$ cat config.mk
export PLATFORM = sky130hd
export DESIGN_NAME = tlp_hdr_lint
export DESIGN_NICKNAME = d
export VERILOG_FILES = /design/src/rtl/tlp_lint_pkg.sv /design/src/rtl/tlp_lint_ctrl.sv /design/src/rtl/tlp_lint_dp.sv /design/src/rtl/tlp_hdr_lint.sv
export SDC_FILE = /design/constraint.sdc
export NUM_CORES = 1
export LEC_CHECK = 0
export ABC_AREA = 0
export BUFFER_PORTS_ARGS = -buffer_cell sky130_fd_sc_hd__buf_2
export CAP_MARGIN = 20
export CORE_MARGIN = 5
export CORE_UTILIZATION = 29
export DETAILED_ROUTE_END_ITERATION = 12
export PLACE_DENSITY = 0.82
export SYNTH_ARGS = -nofsm -noshare
export SYNTH_HDL_FRONTEND = slang
export SYNTH_SLANG_ARGS = --single-unit
$ cat constraint.sdc
create_clock -name clk -period 1.46 [get_ports clk]
set_input_delay 0.146 -clock clk [delete_from_list [all_inputs] [get_ports clk]]
set_output_delay 0.146 -clock clk [all_outputs]
set_load 0.05 [all_outputs]
$ cat src/rtl/tlp_lint_pkg.sv
package tlp_lint_pkg;

  localparam int FMT_W  = 3;
  localparam int TYPE_W = 5;
  localparam int STAT_W = 3;

  localparam int RULE_ADDR4DW  = 0;
  localparam int RULE_BEMULTI  = 1;
  localparam int RULE_BESINGLE = 2;
  localparam int RULE_IOCFG    = 3;
  localparam int RULE_CRS      = 4;
  localparam int NUM_RULES     = 5;

  localparam logic [TYPE_W-1:0] TY_IO   = 5'b00010;
  localparam logic [TYPE_W-1:0] TY_CFG0 = 5'b00100;
  localparam logic [TYPE_W-1:0] TY_CFG1 = 5'b00101;
  localparam logic [TYPE_W-1:0] TY_CPL  = 5'b01010;
  localparam logic [STAT_W-1:0] ST_CRS  = 3'b010;

  typedef struct packed {
    logic load;
    logic chkOn;
  } lint_ctrl_t;

endpackage

$ cat src/rtl/tlp_lint_ctrl.sv
module tlp_lint_ctrl
  import tlp_lint_pkg::*;
(
  input  logic       clk,
  input  logic       rst,
  input  logic       cfgWrEn,
  input  logic       cfgWrData,
  input  logic       hdrValid,
  output lint_ctrl_t strobe,
  output logic       outValid
);

  logic chkOnQ;
  logic validQ;

  always_ff @(posedge clk) begin
    if (rst) begin
      chkOnQ <= 1'b1;
      validQ <= 1'b0;
    end else begin
      validQ <= hdrValid;
      if (cfgWrEn) chkOnQ <= cfgWrData;
    end
  end

  always_comb begin
    strobe.load  = hdrValid;
    strobe.chkOn = chkOnQ;
  end

  assign outValid = validQ;

  // the enable is 1 after a reset cycle
  a_r1_enable_after_reset: assert property (@(posedge clk)
    rst |=> chkOnQ);

  // a result pulse never stands alone without a header the cycle before
  a_r3_valid_follows_header: assert property (@(posedge clk) disable iff (rst)
    outValid |-> $past(hdrValid));

endmodule

$ cat src/rtl/tlp_lint_dp.sv
module tlp_lint_dp
  import tlp_lint_pkg::*;
#(
  parameter int LEN_W  = 10,
  parameter int TC_W   = 3,
  parameter int ATTR_W = 2,
  parameter int BE_W   = 4,
  parameter int ADDR_W = 8
) (
  input  logic                 clk,
  input  logic                 rst,
  input  lint_ctrl_t           strobe,
  input  logic [FMT_W-1:0]     hdrFmt,
  input  logic [TYPE_W-1:0]    hdrType,
  input  logic [LEN_W-1:0]     hdrLen,
  input  logic [TC_W-1:0]      hdrTc,
  input  logic [ATTR_W-1:0]    hdrAttr,
  input  logic [BE_W-1:0]      hdrFirstBe,
  input  logic [BE_W-1:0]      hdrLastBe,
  input  logic [ADDR_W-1:0]    hdrAddrHi,
  input  logic [STAT_W-1:0]    cplStatus,
  input  logic                 reqWasCfg,
  output logic [NUM_RULES-1:0] reason,
  output logic                 malformed
);

  localparam logic [LEN_W-1:0] ONE_DW = LEN_W'(1);

  logic isMem, isIo, isCfg, isCpl, isReq, isIoCfg, lenOne, is4dw;
  logic [NUM_RULES-1:0] rawHits;

  always_comb begin
    isMem   = (hdrType[TYPE_W-1:1] == '0);
    isIo    = (hdrType == TY_IO);
    isCfg   = (hdrType == TY_CFG0) || (hdrType == TY_CFG1);
    isCpl   = (hdrType == TY_CPL);
    isReq   = isMem || isIo || isCfg;
    isIoCfg = isIo || isCfg;
    lenOne  = (hdrLen == ONE_DW);
    is4dw   = hdrFmt[0];

    rawHits = '0;
    rawHits[RULE_ADDR4DW]  = isMem && is4dw && (hdrAddrHi == '0);
    rawHits[RULE_BEMULTI]  = isReq && !lenOne &&
                             ((hdrFirstBe == '0) || (hdrLastBe == '0));
    rawHits[RULE_BESINGLE] = isReq && lenOne && (hdrLastBe != '0);
    rawHits[RULE_IOCFG]    = isIoCfg &&
                             ((hdrTc != '0) || (hdrAttr != '0) || !lenOne);
    rawHits[RULE_CRS]      = isCpl && (cplStatus == ST_CRS) && !reqWasCfg;
  end

  always_ff @(posedge clk) begin
    if (rst) begin
      reason    <= '0;
      malformed <= 1'b0;
    end else if (strobe.load && strobe.chkOn) begin
      reason    <= rawHits;
      malformed <= |rawHits;
    end else begin
      reason    <= '0;
      malformed <= 1'b0;
    end
  end

  // with the rules disabled, nothing is reported
  a_r2_disabled_quiet: assert property (@(posedge clk) disable iff (rst)
    $past(!strobe.chkOn) |-> (reason == '0));

  // a retry status for a non-configuration request is always flagged
  a_r8_crs_flagged: assert property (@(posedge clk) disable iff (rst)
    (strobe.load && strobe.chkOn && (hdrType == TY_CPL) &&
     (cplStatus == ST_CRS) && !reqWasCfg) |=> reason[RULE_CRS]);

  // IO with nonzero traffic class is always flagged
  a_r7_io_tc_flagged: assert property (@(posedge clk) disable iff (rst)
    (strobe.load && strobe.chkOn && (hdrType == TY_IO) && (hdrTc != '0))
    |=> reason[RULE_IOCFG]);

  // single-DW and multi-DW byte-enable rules never fire together
  a_r6_be_exclusive: assert property (@(posedge clk) disable iff (rst)
    !(reason[RULE_BEMULTI] && reason[RULE_BESINGLE]));

endmodule

$ cat src/rtl/tlp_hdr_lint.sv
module tlp_hdr_lint
  import tlp_lint_pkg::*;
#(
  parameter int LEN_W  = 10,
  parameter int TC_W   = 3,
  parameter int ATTR_W = 2,
  parameter int BE_W   = 4,
  parameter int ADDR_W = 8
) (
  input  logic                 clk,
  input  logic                 rst,
  input  logic                 cfgWrEn,
  input  logic                 cfgWrData,
  input  logic                 hdrValid,
  input  logic [FMT_W-1:0]     hdrFmt,
  input  logic [TYPE_W-1:0]    hdrType,
  input  logic [LEN_W-1:0]     hdrLen,
  input  logic [TC_W-1:0]      hdrTc,
  input  logic [ATTR_W-1:0]    hdrAttr,
  input  logic [BE_W-1:0]      hdrFirstBe,
  input  logic [BE_W-1:0]      hdrLastBe,
  input  logic [ADDR_W-1:0]    hdrAddrHi,
  input  logic [STAT_W-1:0]    cplStatus,
  input  logic                 reqWasCfg,
  output logic                 outValid,
  output logic                 malformed,
  output logic [NUM_RULES-1:0] reason
);

  lint_ctrl_t strobe;

  tlp_lint_ctrl i_ctrl (
    .clk       (clk),
    .rst       (rst),
    .cfgWrEn   (cfgWrEn),
    .cfgWrData (cfgWrData),
    .hdrValid  (hdrValid),
    .strobe    (strobe),
    .outValid  (outValid)
  );

  tlp_lint_dp #(
    .LEN_W  (LEN_W),
    .TC_W   (TC_W),
    .ATTR_W (ATTR_W),
    .BE_W   (BE_W),
    .ADDR_W (ADDR_W)
  ) i_dp (
    .clk        (clk),
    .rst        (rst),
    .strobe     (strobe),
    .hdrFmt     (hdrFmt),
    .hdrType    (hdrType),
    .hdrLen     (hdrLen),
    .hdrTc      (hdrTc),
    .hdrAttr    (hdrAttr),
    .hdrFirstBe (hdrFirstBe),
    .hdrLastBe  (hdrLastBe),
    .hdrAddrHi  (hdrAddrHi),
    .cplStatus  (cplStatus),
    .reqWasCfg  (reqWasCfg),
    .reason     (reason),
    .malformed  (malformed)
  );

  // no result bits outside a valid pulse
  a_r3_idle_clear: assert property (@(posedge clk) disable iff (rst)
    !outValid |-> (reason == '0) && !malformed);

  // the flag agrees with the reason vector
  a_r9_flag_matches: assert property (@(posedge clk) disable iff (rst)
    malformed == (reason != '0));

  // a reset cycle leaves the outputs cleared
  a_r10_reset_clears: assert property (@(posedge clk)
    rst |=> !outValid && !malformed && (reason == '0));

endmodule

==> impl_metrics.py <==
metrics = {
    "global_route": {
        "number_of_global_route_vias_before_repair": 512,
        "initial_antenna_violation_count": 0,
        "globalRouteTotalUtil": 0.111,
        "grt_pass1_wl_microns": 1810,
        "globalRoute.totalOverflow": 0,
        "pin_count_of_the_biggest_net_entering_global_routing": 7,
    },
    "layout": {
        "final_common_cell": "sky130_fd_sc_hd__buf_2",
        "diodes": 0,
        "final_nets": 148,
        "areaGrowthSynthToFinish_pct": 73.9,
        "final_layout_size_suffix_gt1_frac": 0.612,
        "most-common-layout-cells": "52 x sky130_fd_sc_hd__buf_2, 8 x sky130_fd_sc_hd__dfxtp_1, 7 x sky130_fd_sc_hd__nor2_1",
    },
    "setup_path": {
        "cp_data_arrival_time_ns": 1.22,
        "r2r_slack_ns": 0.61,
        "timing.reg2reg.worst_path_depth": 2,
        "worst-path-max-fanout": 2,
        "r2r_start": "i_ctrl.chkOnQ",
        "end_kind": "flop",
        "reg2reg_capture_point": "i_dp.reason[2]",
        "startpoint_type": "primary input",
        "worst-endpoint-required_ns": 1.56,
        "setup.worst_path.class": "primary input to flop",
    },
    "floorplan": {
        "initial_utilization": 0.310,
        "num_io_pins": 55,
        "die_height_microns": 47.5,
        "core_area_sq_um": 1320,
        "die-area_sq_um": 2260,
        "placement_row_count": 13,
        "fp.dieW_microns": 47.5,
    },
    "route": {
        "route.antenna.remaining_nets": 0,
        "violation_count_after_the_first_detailed_route_iteration": 6,
        "route.detailed.drc": 0,
        "drt_first_pass_iters": 4,
        "drt_wl_total_microns": 1200,
        "detail_route.wl_per_cell_microns": 10.6,
        "dr_total_vias": 539,
        "via_per_inst": 4.77,
    },
    "clock_tree": {
        "cts_buffers": 3,
        "number_of_gates_given_a_new_drive_strength_after_cts": 0,
        "clock_h_tree_levels": 1,
        "cts_tree": "yes",
        "clockRootBuffer": "sky130_fd_sc_hd__clkbuf_4",
        "worstSkewPairLatency_ns": 0.24,
        "cts.sink_count": 8,
        "clock_slew_at_the_register_clock_pins_of_the_worst_setup_and_hold_paths_ns": 0.05,
        "postCtsSetupRepairBufs": 0,
        "clk_path_buf_depth": 2,
        "cts_hold_bufs": 0,
    },
    "pwr": {
        "vdd_ir_drop_max_uv": 218,
        "power.density_cell_area_nw_per_um2": 678,
        "leakagePower_nw": 0.343,
        "power_mw": 0.481,
    },
    "synthesis": {
        "synth.area.top_cells": "sky130_fd_sc_hd__dfxtp_1 39%, sky130_fd_sc_hd__nor2_1 6.4%, sky130_fd_sc_hd__nor4_4 5.2%",
        "synth.avg_cell_area_sq_um": 9.49,
        "synthDistinctLibCells": 23,
        "syn_nets": 91,
        "yosys.area.top_type": "sky130_fd_sc_hd__dfxtp_1",
        "post-synth-top-area-fraction": 0.393,
        "yosys_warnings": 0,
        "ys_seq_area_frac": 0.393,
        "synthesis.instances": 43,
        "synth.ff_latch_count": 8,
        "mapped_cell_area_sq_um": 408,
    },
    "flow_run": {
        "max_cap_viols": 0,
    },
    "sta": {
        "hold_viol": 0,
        "worst_pin_slew_ns": 0.435,
        "setup-tns-final_ns": 0,
        "worst_hold_slack_ns": 0.0899,
        "final_setup_fails": 0,
        "worst_slew_margin_rel": 0.706,
        "finalCriticalPeriod_ns": 1.12,
        "finalCritPeriodShare": 0.768,
        "maxSlewViolCount": 0,
        "maxClockFrequency_mhz": 892,
        "grt_setup_unrepaired": "false",
        "finClkSkew_ns": 0.00288,
    },
    "placement": {
        "routabilityCongestion": 0.727,
        "detailed_place_hpwl_microns": 1140,
        "port-buffer-count": 52,
    },
    "worst_hold_path": {
        "holdCritStartpoint": "rst",
        "hold_depth": 2,
        "hp-class": "primary input to flop",
        "whs_endpoint": "i_ctrl.outValid",
    },
    "run_status": {
        "status": "finished clean",
    },
}
[metrics by stage]
stage / std cells / instance area (sq um) / setup WS (ns) / util
after floorplan: 43 / 408 / 0.352 / -
after global placement: 110 / 687 / 0.124 / 0.521
after detailed placement: 110 / 687 / 0.0650 / 0.521
after CTS: 113 / 709 / 0.306 / 0.538
after global routing: 113 / 709 / 0.149 / 0.538
final: 113 / 709 / 0.339 / 0.538
[power by group]
group	internal (mW)	switching (mW)
Sequential	0.223	0.00117
Clock	0.0930	0.0597
Combinational	0.0589	0.0453
Total	0.375	0.106
[critical path: stages]
cell and delay (ns):
sky130_fd_sc_hd__buf_2 0.10, sky130_fd_sc_hd__nor4_2 0.31, sky130_fd_sc_hd__nand3_1 0.13, sky130_fd_sc_hd__o41ai_1 0.39
sky130_fd_sc_hd__a31oi_1 0.14
[synthesized netlist by cell type]
cell type / instances
sky130_fd_sc_hd__nor4_2: 1
sky130_fd_sc_hd__nor3b_1: 2
sky130_fd_sc_hd__nor4b_1: 2
sky130_fd_sc_hd__nand2_1: 1
sky130_fd_sc_hd__nand4b_1: 1
sky130_fd_sc_hd__nor4_1: 3
sky130_fd_sc_hd__o41ai_1: 1
sky130_fd_sc_hd__nand4_1: 1
sky130_fd_sc_hd__o21ai_0: 1
sky130_fd_sc_hd__or3_1: 1
sky130_fd_sc_hd__nor4_4: 1
sky130_fd_sc_hd__o21a_1: 1
sky130_fd_sc_hd__o311a_2: 1
sky130_fd_sc_hd__nor2_1: 7
sky130_fd_sc_hd__nor2b_1: 3
sky130_fd_sc_hd__nor4b_2: 1
sky130_fd_sc_hd__a31oi_1: 1
sky130_fd_sc_hd__nand3_1: 2
sky130_fd_sc_hd__or3b_1: 1
sky130_fd_sc_hd__nor3_1: 1
sky130_fd_sc_hd__a211o_1: 1
sky130_fd_sc_hd__dfxtp_1: 8
sky130_fd_sc_hd__nand2_2: 1
[kinds of logic (layout without fill, tap and decap cells)]
logic type,Yosys count,count (layout),synth area share
AO/OA/AOI/OAI,6,6,0.117
buffers and inverters,0,55,0
flip-flops,8,8,0.393
AND/OR/NAND/NOR,29,29,0.491
[per-layer routing]
metal  GRT usage  wire (microns)  up-vias
met2       0.195             586       33
met1       0.127             431      224
met5           0               0        -
met4      0.0663              23        0
met3      0.0113             155        2
li1            -               -      280
[cell type report]
class                      count  area, sq um
sequential                     8          160
tap                           15         18.8
multi-input combinational     35          248
clock buffer                   3         22.5
timing repair buffer          52          260
fill                         123          608
[state kept, by name (all words and copies together), names as in the netlist]
signal,cells
i_ctrl.chkOnQ,1
i_ctrl.outValid,1
i_dp.malformed,1
i_dp.reason,5
[how the worst max path moves through the flow]
| stage | from | to | slack, ns |
|---|---|---|---|
| floorplan | hdrTc[0] | i_dp.malformed | 0.35 |
| global placement | hdrLen[5] | i_dp.malformed | 0.12 |
| detailed placement | hdrLen[5] | i_dp.malformed | 0.07 |
| CTS | hdrLen[5] | i_dp.malformed | 0.31 |
| global route | hdrLen[5] | i_dp.malformed | 0.15 |
| finish | hdrLen[5] | i_dp.malformed | 0.34 |
Note: power is estimated with default switching activity, not from simulation.
